## src/rtl/ifz_pkg.sv

```systemverilog
package ifz_pkg;

    localparam int PH_W    = 32;
    localparam int IDX_W   = 3;
    localparam int FAC_W   = 16;
    localparam int SH_W    = 3;
    localparam int OUT_W   = 8;
    localparam int SMP_W   = 3;
    localparam int PROD_W  = 2 * SMP_W;

    localparam logic [1:0] ADDR_CTRL = 2'd0;
    localparam logic [1:0] ADDR_FREQ = 2'd1;
    localparam logic [1:0] ADDR_ZOOM = 2'd2;

    typedef logic signed [SMP_W-1:0] smp_t;
    typedef logic signed [OUT_W-1:0] out_t;

    typedef struct packed {
        logic              zoom;
        logic [SH_W-1:0]   shift;
        logic [FAC_W-1:0]  factor;
        logic [PH_W-1:0]   freq;
    } zcfg_t;

    localparam zcfg_t CFG_RESET = '{zoom: 1'b0, shift: '0, factor: FAC_W'(1), freq: '0};

    function automatic smp_t sm_to_tc(input logic sgn, input logic mag);
        smp_t v;
        v = mag ? smp_t'(3) : smp_t'(1);
        return sgn ? -v : v;
    endfunction

    function automatic smp_t carrier_lut(input logic [IDX_W-1:0] idx);
        case (idx)
            3'd0:    return smp_t'(3);
            3'd1:    return smp_t'(2);
            3'd2:    return smp_t'(0);
            3'd3:    return smp_t'(-2);
            3'd4:    return smp_t'(-3);
            3'd5:    return smp_t'(-2);
            3'd6:    return smp_t'(0);
            default: return smp_t'(2);
        endcase
    endfunction

endpackage

```

## src/rtl/ifz_cfg.sv

```systemverilog
module ifz_cfg
    import ifz_pkg::*;
(
    input  logic        clk,
    input  logic        rst,
    input  logic        wr_en,
    input  logic [1:0]  wr_addr,
    input  logic [31:0] wr_data,
    input  logic        at_bound,
    output zcfg_t       cfg_eff
);
    zcfg_t staged_q;
    zcfg_t active_q;

    always_ff @(posedge clk) begin
        if (rst) begin
            staged_q <= CFG_RESET;
            active_q <= CFG_RESET;
        end else begin
            if (at_bound)
                active_q <= staged_q;
            if (wr_en) begin
                case (wr_addr)
                    ADDR_CTRL: begin
                        staged_q.zoom  <= wr_data[0];
                        staged_q.shift <= wr_data[4 +: SH_W];
                    end
                    ADDR_FREQ: staged_q.freq   <= wr_data[PH_W-1:0];
                    ADDR_ZOOM: staged_q.factor <= wr_data[FAC_W-1:0];
                    default: ;
                endcase
            end
        end
    end

    assign cfg_eff = at_bound ? staged_q : active_q;


    cfg_hold_chk: assert property (@(posedge clk) disable iff (rst)
        !at_bound |=> $stable(active_q));

endmodule

```

## src/rtl/ifz_nco.sv

```systemverilog
module ifz_nco
    import ifz_pkg::*;
(
    input  logic            clk,
    input  logic            rst,
    input  logic            adv,
    input  logic [PH_W-1:0] freq,
    output smp_t            carrier
);
    logic [PH_W-1:0] phase_q;

    always_ff @(posedge clk) begin
        if (rst)
            phase_q <= '0;
        else if (adv)
            phase_q <= phase_q + freq;
    end

    assign carrier = carrier_lut(phase_q[PH_W-1 -: IDX_W]);


    phase_idle_chk: assert property (@(posedge clk) disable iff (rst)
        !adv |=> $stable(phase_q));

endmodule

```

## src/rtl/ifz_combiner.sv

```systemverilog
module ifz_combiner
    import ifz_pkg::*;
#(
    parameter int ACC_W = 24
) (
    input  logic  clk,
    input  logic  rst,
    input  logic  smp_valid,
    input  smp_t  smp,
    input  smp_t  carrier,
    input  zcfg_t cfg,
    output logic  done,
    output out_t  result,
    output logic  idle
);
    localparam logic signed [ACC_W-1:0] POS_LIM = ACC_W'(127);
    localparam logic signed [ACC_W-1:0] NEG_LIM = -ACC_W'(128);

    logic signed [ACC_W-1:0]  acc_q;
    logic [FAC_W-1:0]         cnt_q;
    logic [FAC_W-1:0]         fac_eff;
    logic signed [PROD_W-1:0] prod;
    logic signed [ACC_W-1:0]  sum;
    logic signed [ACC_W-1:0]  shifted;
    logic                     last;
    out_t                     zoom_val;

    assign fac_eff = (cfg.factor == '0) ? FAC_W'(1) : cfg.factor;
    assign prod    = smp * carrier;
    assign sum     = acc_q + {{(ACC_W-PROD_W){prod[PROD_W-1]}}, prod};
    assign shifted = sum >>> cfg.shift;
    assign last    = (cnt_q == fac_eff - FAC_W'(1));

    always_comb begin
        if (shifted > POS_LIM)
            zoom_val = out_t'(127);
        else if (shifted < NEG_LIM)
            zoom_val = out_t'(-128);
        else
            zoom_val = shifted[OUT_W-1:0];
    end

    always_ff @(posedge clk) begin
        if (rst) begin
            acc_q <= '0;
            cnt_q <= '0;
        end else if (smp_valid && cfg.zoom) begin
            if (last) begin
                acc_q <= '0;
                cnt_q <= '0;
            end else begin
                acc_q <= sum;
                cnt_q <= cnt_q + FAC_W'(1);
            end
        end
    end

    assign done   = smp_valid && (!cfg.zoom || last);
    assign result = cfg.zoom ? zoom_val : {{(OUT_W-SMP_W){smp[SMP_W-1]}}, smp};
    assign idle   = (cnt_q == '0);


    count_bound_chk: assert property (@(posedge clk) disable iff (rst)
        cnt_q < fac_eff);


    direct_idle_chk: assert property (@(posedge clk) disable iff (rst)
        !cfg.zoom |-> acc_q == '0);

endmodule

```

## src/rtl/ifz_framer.sv

```systemverilog
module ifz_framer
    import ifz_pkg::*;
#(
    parameter int FRAME_LEN = 2048
) (
    input  logic clk,
    input  logic rst,
    input  logic push,
    input  out_t push_data,
    input  logic out_ready,
    output logic out_valid,
    output out_t out_data,
    output logic out_sof,
    output logic out_eof,
    output logic overrun,
    output logic pos_zero
);
    localparam int POS_W = $clog2(FRAME_LEN);
    localparam logic [POS_W-1:0] POS_LAST = POS_W'(FRAME_LEN - 1);

    logic [POS_W-1:0] pos_q;
    logic             slot_free;

    assign slot_free = !out_valid || out_ready;

    always_ff @(posedge clk) begin
        if (rst) begin
            pos_q     <= '0;
            out_valid <= 1'b0;
            out_data  <= '0;
            out_sof   <= 1'b0;
            out_eof   <= 1'b0;
            overrun   <= 1'b0;
        end else begin
            if (push && slot_free) begin
                out_valid <= 1'b1;
                out_data  <= push_data;
                out_sof   <= (pos_q == '0);
                out_eof   <= (pos_q == POS_LAST);
                pos_q     <= (pos_q == POS_LAST) ? '0 : pos_q + POS_W'(1);
            end else if (out_valid && out_ready) begin
                out_valid <= 1'b0;
            end
            if (push && !slot_free)
                overrun <= 1'b1;
        end
    end

    assign pos_zero = (pos_q == '0);


    hold_stable_chk: assert property (@(posedge clk) disable iff (rst)
        out_valid && !out_ready |=> out_valid && $stable(out_data)
                                    && $stable(out_sof) && $stable(out_eof));


    overrun_sticky_chk: assert property (@(posedge clk) disable iff (rst)
        overrun |=> overrun);


    sof_eof_excl_chk: assert property (@(posedge clk) disable iff (rst)
        out_valid |-> !(out_sof && out_eof));

endmodule

```

## src/rtl/ifzoom_feeder.sv

```systemverilog
module ifzoom_feeder
    import ifz_pkg::*;
#(
    parameter int FRAME_LEN = 2048,
    parameter int ACC_W     = 24
) (
    input  logic        clk,
    input  logic        rst,
    input  logic        in_valid,
    input  logic        in_sign,
    input  logic        in_mag,
    input  logic        cfg_we,
    input  logic [1:0]  cfg_addr,
    input  logic [31:0] cfg_wdata,
    output logic        out_valid,
    input  logic        out_ready,
    output logic [7:0]  out_data,
    output logic        out_sof,
    output logic        out_eof,
    output logic        overrun
);
    zcfg_t cfg_eff;
    smp_t  smp;
    smp_t  carrier;
    out_t  comb_val;
    out_t  frame_data;
    logic  comb_done;
    logic  comb_idle;
    logic  pos_zero;
    logic  at_bound;

    assign smp      = sm_to_tc(in_sign, in_mag);
    assign at_bound = pos_zero && comb_idle;
    assign out_data = frame_data;

    ifz_cfg u_cfg (
        .clk      (clk),
        .rst      (rst),
        .wr_en    (cfg_we),
        .wr_addr  (cfg_addr),
        .wr_data  (cfg_wdata),
        .at_bound (at_bound),
        .cfg_eff  (cfg_eff)
    );

    ifz_nco u_nco (
        .clk     (clk),
        .rst     (rst),
        .adv     (in_valid),
        .freq    (cfg_eff.freq),
        .carrier (carrier)
    );

    ifz_combiner #(.ACC_W(ACC_W)) u_comb (
        .clk       (clk),
        .rst       (rst),
        .smp_valid (in_valid),
        .smp       (smp),
        .carrier   (carrier),
        .cfg       (cfg_eff),
        .done      (comb_done),
        .result    (comb_val),
        .idle      (comb_idle)
    );

    ifz_framer #(.FRAME_LEN(FRAME_LEN)) u_frm (
        .clk       (clk),
        .rst       (rst),
        .push      (comb_done),
        .push_data (comb_val),
        .out_ready (out_ready),
        .out_valid (out_valid),
        .out_data  (frame_data),
        .out_sof   (out_sof),
        .out_eof   (out_eof),
        .overrun   (overrun),
        .pos_zero  (pos_zero)
    );


    direct_latency_chk: assert property (@(posedge clk) disable iff (rst)
        in_valid && !cfg_eff.zoom && (!out_valid || out_ready) |=> out_valid);

endmodule

```

## config.mk

```make
export PLATFORM = sky130hd
export DESIGN_NAME = ifzoom_feeder
export DESIGN_NICKNAME = d
export VERILOG_FILES = /design/src/rtl/ifz_pkg.sv /design/src/rtl/ifz_cfg.sv /design/src/rtl/ifz_nco.sv /design/src/rtl/ifz_combiner.sv /design/src/rtl/ifz_framer.sv /design/src/rtl/ifzoom_feeder.sv
export SDC_FILE = /design/constraint.sdc
export NUM_CORES = 1
export LEC_CHECK = 0
export BUFFER_PORTS_ARGS = -buffer_cell sky130_fd_sc_hd__clkbuf_2
export CAP_MARGIN = 20
export CORE_ASPECT_RATIO = 0.5
export CORE_MARGIN = 2
export CORE_UTILIZATION = 42
export CTS_CLUSTER_DIAMETER = 200
export DETAILED_ROUTE_END_ITERATION = 10
export SYNTH_ARGS = -nofsm -noshare
export SYNTH_HDL_FRONTEND = slang
export SYNTH_SLANG_ARGS = --single-unit
```

## constraint.sdc

```tcl
create_clock -name clk -period 10.9 [get_ports clk]
set_clock_uncertainty 0.05 [all_clocks]
set_input_delay 2.18 -clock clk [delete_from_list [all_inputs] [get_ports clk]]
set_output_delay 2.18 -clock clk [all_outputs]
set_load 0.02 [all_outputs]
```

Word-level counts from Yosys, hierarchy flattened
Cells that the tools add are included.
- register bits: 199
- input port bits: 41
- output and inout port bits: 12
- logic and storage cells: 71
- add/sub/neg operators: 6
- multipliers: 1
- magnitude comparators: 2
- eq/ne operators: 9
- shift-type cells: 1
- mux-type cells: 13
- reductions and logical operators: 22
- operator list (operator ; number):
    two-way mux 52 bit ; 1
    adder 32 bit ; 1
    zero test 16 bit ; 2
    two-way mux 16 bit ; 2
    adder 24 bit ; 1
    greater-than comparator 24 x 8 -> 1 bit (second input constant) ; 1
    less-than comparator 24 x 8 -> 1 bit (second input constant) ; 1
    two-way mux 24 bit ; 1
    two-way mux 8 bit ; 3
    >>> shifter 24 x 3 -> 24 bit ; 1
    adder 16 x 1 -> 16 bit (second input constant) ; 1
    equality test 16 bit ; 1
    subtractor 16 x 1 -> 16 bit (second input constant) ; 1
    case mux 3 bit (4 select lines) ; 1
    adder 11 x 1 -> 11 bit (second input constant) ; 1
    equality test 11 bit (second input constant) ; 1
    zero test 11 bit ; 1
    two-way mux 11 bit ; 1
    equality test 3 bit (second input constant) ; 3
    equality test 3 x 2 -> 1 bit (second input constant) ; 2
    logical AND 1 bit ; 6
    multiplier 3 x 3 -> 6 bit ; 1
    AND reduction 2 bit ; 3
    OR reduction 2 bit ; 2
    other kinds (11) ; 15

Logic depth before layout (Yosys ltp)
- depth after elaboration: 11
- mapped depth: 26
- depth with buffers taken out: 23

Cells and area by module
Synthesis repeated with hierarchy kept, for this count alone.
- cells, all modules: 1551
- area total of the unflattened synthesis: 13466.7 um2
- by module, submodules not included (module ; instances ; cells each ; area each (um2) ; seq. area each (um2)):
    ifz_combiner ; 1 ; 722 ; 5221.3 ; 800.8
    ifz_cfg ; 1 ; 377 ; 4414.2 ; 2082.0
    ifz_nco ; 1 ; 331 ; 2792.7 ; 640.6
    ifz_framer ; 1 ; 118 ; 1019.7 ; 460.4
    ifzoom_feeder ; 1 ; 3 ; 18.8 ; 0.0

Worst setup path before layout
No wires, ideal clock.
- path kind: input -> register
- start: in in_sign
- end: reg u_frm.out_data[0]
- library setup time: 0.086 ns
- arrival time: 8.295 ns
- data required time: 10.764 ns
- slack: 2.470 ns
- stages on the path: 23
- buffers on the path: 1
- cell sequence: xnor2_1 -> nand2_1 -> fa_1 -> inv_1 -> ha_1 -> ha_1 -> fa_1 -> xnor2_1 -> xnor2_1 -> ha_1 -> clkbuf_1 -> nand2_1 -> nor3_2 -> a221oi_1 -> mux2_2 -> a311oi_2 -> nand2_1 -> o21ai_0 -> a31oi_1 -> or4_4 -> o41ai_4 -> a211oi_1 -> a211oi_1
- word-level cells in the longest chain between the ends: 8
- elaborated cells between the ends (all ways): 9
- those cells by class: 1 x add/sub; 1 x mul; 2 x order compare; 1 x shift; 4 x mux
- ends and longest elaborated chain (item ; RTL line ; RTL):
    from (decl) ; ifzoom_feeder.sv:10 ; input logic in_sign,
    two-way mux 3 bit * ; ifz_pkg.sv:30 ; return sgn ? -v : v;
    multiplier 3 x 3 -> 6 bit ; ifz_combiner.sv:29 ; assign prod = smp * carrier;
    adder 24 bit ; ifz_combiner.sv:30 ; assign sum = acc_q + {{(ACC_W-PROD_W){prod[PROD_W-1]}}, prod};
    >>> shifter 24 x 3 -> 24 bit ; ifz_combiner.sv:31 ; assign shifted = sum >>> cfg.shift;
    less-than comparator 24 x 8 -> 1 bit ; ifz_combiner.sv:37 ; else if (shifted < NEG_LIM)
    two-way mux 8 bit ; ifz_combiner.sv:37 ;
    two-way mux 8 bit ; ifz_combiner.sv:35 ; if (shifted > POS_LIM)
    two-way mux 8 bit * ; ifz_combiner.sv:59 ; assign result = cfg.zoom ? zoom_val : {{(OUT_W-SMP_W){smp[SMP_W-1]}}, smp};
    to (signal assigned) ; ifz_framer.sv:37 ; out_data <= push_data;
    to (decl) ; ifz_framer.sv:12 ; output out_t out_data,
Every way passes the cells marked *; elsewhere a longest branch is shown, timed or not.
A chain may end at the register's enable or synchronous reset.

Worst setup path after layout
- start: in in_sign
- end: reg u_frm.out_data[6]
Same word-level chain as after synthesis.

==> impl_metrics.toml <==
[yosys]
synth-seq-cells = 199
seq_area_frac_synth = 0.306
synth.distinct_cells = 91
yosys_most_used_dff = "dfxtp_1"
syn_area_per_cell_um2 = 7.61
postSynth.asyncResetShare = 0
synth_top_area_cell = "dfxtp_1"
synthesis.instances = 1711
synth_edf_count = 0
syn_nets = 1822
yosysWarnings = 0
synth_top_area_share = 0.306
synth_area_mm2 = 0.0130
yosys-top-cells-area = "dfxtp_1 (31%), nand2_1 (8.6%), a21oi_1 (7.2%)"

[global_route]
track_usage = 0.218
grt_pass1_wl_um = 57400
antenna_found_initial = 0
overflow = 0
grt_pass1_vias = 10880
grt_max_degree = 91

[timing]
finalSetupViolations = 0
worstMarginPinSlew_ns = 0.929
timing.fmax_mhz = 117
finalSetupTns_ns = 0
slew_violations = 0
fin_ws_ns = 2.32
slew_headroom = 0.381
fin_crit_sh = 0.787
period_needed_ns = 8.58
rsz0062_at_grt = "no"
fin_hold_ws_ns = 0.407
hold_viol_final = 0

[floorplanning]
dieWidth_um = 253
die_h_um = 129
start_util = 0.428
pin_count = 53
dieArea_mm2 = 0.0325
core.rowCount = 45
core-area_mm2 = 0.0304

[pwr]
power_mw = 2.26
peakVddDrop_mv = 0.115
leakage_nw = 5.87
power_density_mw_per_mm2 = 160

[clocking]
numCtsBuffers = 17
cts_sinks = 199
cts-resized-gates = 0
clockBufferDepth = 2
path_clk_slew_ns = 0.08
cts-root-buf = "clkbuf_16"
cts_hold_buffers = 0
clk_latency_ns = 0.46
h-tree-depth = 4
postCtsSetupBuffers = 0
cts_tree = "yes"

[route]
viasPerCell = 5.68
vias = 11989
drt_wl_total_um = 35100
first_pass_iters = 5
drc = 0
post_drt_wl_per_cell_um = 16.6
final_antenna_net_count = 0
drt_iter0_drc = 1026

[critical_path]
cp-start-kind = "input pin"
cp_slowest_cell = "xnor2_2"
cp_max_fo = 12
critPathTopFamily = "compound AO/OA/AOI/OAI gates"
arrival_ns = 8.91
cp_cell_sequence = "clkbuf_2, xnor2_1, nand2_1, fa_1, inv_1, ha_1, ha_1, fa_1, xnor2_1, xnor2_2, buf_4, ha_1, a21oi_1, o21ai_0, a32oi_1, nand2_1, a41oi_1, xnor2_1, mux2i_1, o31ai_1, or4_4, o41ai_4, o21ai_2, o221ai_1"
path_class = "input pin to flip-flop"
cp.buffers_inverters = 3
end_kind = "flip-flop"
cpPeakStageDelay_ns = 0.64
critPathRequiredTime_ns = 11.23

[cells_and_area]
syn_to_final_growth_pct = 8.21
stdcell_area_mm2 = 0.0141
antennaDiodeCount = 0
nFillCells = 3083
drive_gt1_frac = 0.0819
nNetsFinal = 1809

[placed_design]
hpwl_um = 25000
place_area_mm2 = 0.0135
port_buffers = 52
gp_congestion = 0.932
post-place-ws_ns = 1.90

[flow_run]
maxCapViolCount = 0

[run_status]
status = "completed"

[min_path]
min_path_type = "flip-flop to flip-flop"
-- power by group --
group          internal, mW  leakage [nW]  total (mW)  switching [mW]
sequential            0.753          1.61       0.772          0.0189
clock                 0.334         0.289       0.643           0.309
combinational         0.286          3.97       0.843           0.557
total                  1.37          5.87        2.26           0.885
-- area by class of cell --
type,instances,area (um^2),share of cell area
clock inverters,12,133,0.00941
flip-flops and latches,199,3980,0.283
inverters,42,158,0.0112
repair buffers,65,364,0.0258
multi-input cells,1373,8500,0.603
clock buffers,19,453,0.0321
well taps,399,499,0.0354
-- state kept, by name, summed over array words and instances (netlist names) --
| register | count |
|---|---|
| u_cfg.active_q | 52 |
| u_cfg.staged_q | 52 |
| u_nco.phase_q | 32 |
| u_comb.acc_q | 24 |
| u_comb.cnt_q | 16 |
| u_frm.pos_q | 11 |
| u_frm.out_data | 8 |
| u_frm.out_eof | 1 |
| u_frm.out_sof | 1 |
| u_frm.out_valid | 1 |
| u_frm.overrun | 1 |
-- worst register-to-register path: stages (launching register included) --
cell,delay (ns)
dfxtp_1,0.47
nand2_1,0.08
mux2i_1,0.24
nand2_1,0.11
fa_1,0.50
inv_1,0.04
ha_1,0.28
ha_1,0.21
fa_1,0.38
xnor2_1,0.17
xnor2_2,0.64
buf_4,0.29
ha_1,0.37
a21oi_1,0.28
o21ai_0,0.21
a32oi_1,0.35
nand2_1,0.14
a41oi_1,0.38
xnor2_1,0.20
mux2i_1,0.25
o31ai_1,0.12
or4_4,0.56
o41ai_4,0.43
o21ai_2,0.16
o221ai_1,0.20
-- final timing paths --
| kind | to | slack (ns) | cells past startpoint | from |
|---|---|---|---|---|
| worst max register to register | u_frm.out_data[6] | 3.68 | 24 | u_nco.phase_q[30] |
| worst min-delay path | u_cfg.staged_q[19] | 0.41 | 2 | u_cfg.staged_q[19] |
| worst max-delay path | u_frm.out_data[6] | 2.32 | 24 | in_sign |
| worst min register to register | u_cfg.staged_q[19] | 0.41 | 2 | u_cfg.staged_q[19] |
-- layout by cell type (no fill, tap or decap), types with 6 or more instances in the layout --
| master | count |
|---|---|
| nand2_1 | 300 |
| dfxtp_1 | 199 |
| a21oi_1 | 187 |
| nor2_1 | 184 |
| ha_1 | 64 |
| xnor2_1 | 52 |
| clkbuf_2 | 51 |
| mux2i_1 | 49 |
| nand3_1 | 46 |
| o21ai_0 | 46 |
| inv_1 | 41 |
| nor3_1 | 40 |
| a21o_1 | 37 |
| xor2_1 | 31 |
| a211oi_1 | 25 |
| nand2b_1 | 22 |
| nand4_1 | 17 |
| clkbuf_16 | 17 |
| or3_1 | 16 |
| o211ai_1 | 16 |
| and3_1 | 15 |
| buf_4 | 13 |
| nor4_1 | 11 |
| or4_1 | 10 |
| o21a_1 | 9 |
| o31ai_1 | 9 |
| mux2_2 | 8 |
| o21bai_1 | 8 |
| o221ai_1 | 8 |
| nor2b_1 | 7 |
| and2_1 | 7 |
| nand3b_1 | 7 |
| nor4_2 | 6 |
| a31oi_1 | 6 |
| a211o_1 | 6 |
| fa_1 | 6 |
-- kinds of logic after synthesis --
family / after synthesis / share of synthesized area
simple gates: 726 / 0.261
compound gates: 434 / 0.216
flops: 199 / 0.306
buf+inv: 139 / 0.0431
xor+xnor: 84 / 0.0565
fa+ha+maj: 70 / 0.0707
mux: 59 / 0.0461
-- layer usage --
metal  vias to the layer above  routed length [um]  GRT usage  part of all wire
met5                         -                   0          0                 0
li1                       6048                   -          -                 -
met2                       256               15100      0.341              0.43
met3                        44                1640     0.0388             0.047
met4                         0                 462     0.0533             0.013
met1                      5641               17800      0.312              0.51
-- metrics by stage --
stage                     utilization  cells
after global placement          0.444   2078
after CTS                       0.463   2109
after global routing            0.463   2109
final                           0.463   2109
after floorplan                     -   1711
after detailed placement        0.444   2078
-- synthesized netlist by cell type, types with 6 or more instances --
cell type / instances
dfxtp_1: 199
o211ai_1: 16
o21a_1: 9
nor2_1: 185
nor4_1: 11
nand2_1: 300
nand4_1: 17
nor3_1: 40
buf_1: 7
o31ai_1: 9
o221ai_1: 8
and3_1: 15
or4_1: 10
a21oi_1: 187
mux2_2: 8
nand2b_1: 22
clkbuf_1: 72
o21ai_0: 46
nor4_2: 6
nand3_1: 46
fa_1: 6
a31oi_1: 6
o21bai_1: 8
and2_1: 7
a211oi_1: 25
mux2i_1: 51
buf_2: 13
ha_1: 64
nand3b_1: 7
or3_1: 16
a211o_1: 6
inv_1: 41
nor2b_1: 7
xnor2_1: 53
a21o_1: 37
xor2_1: 31
No activity file was read; power rests on OpenSTA's default activity.
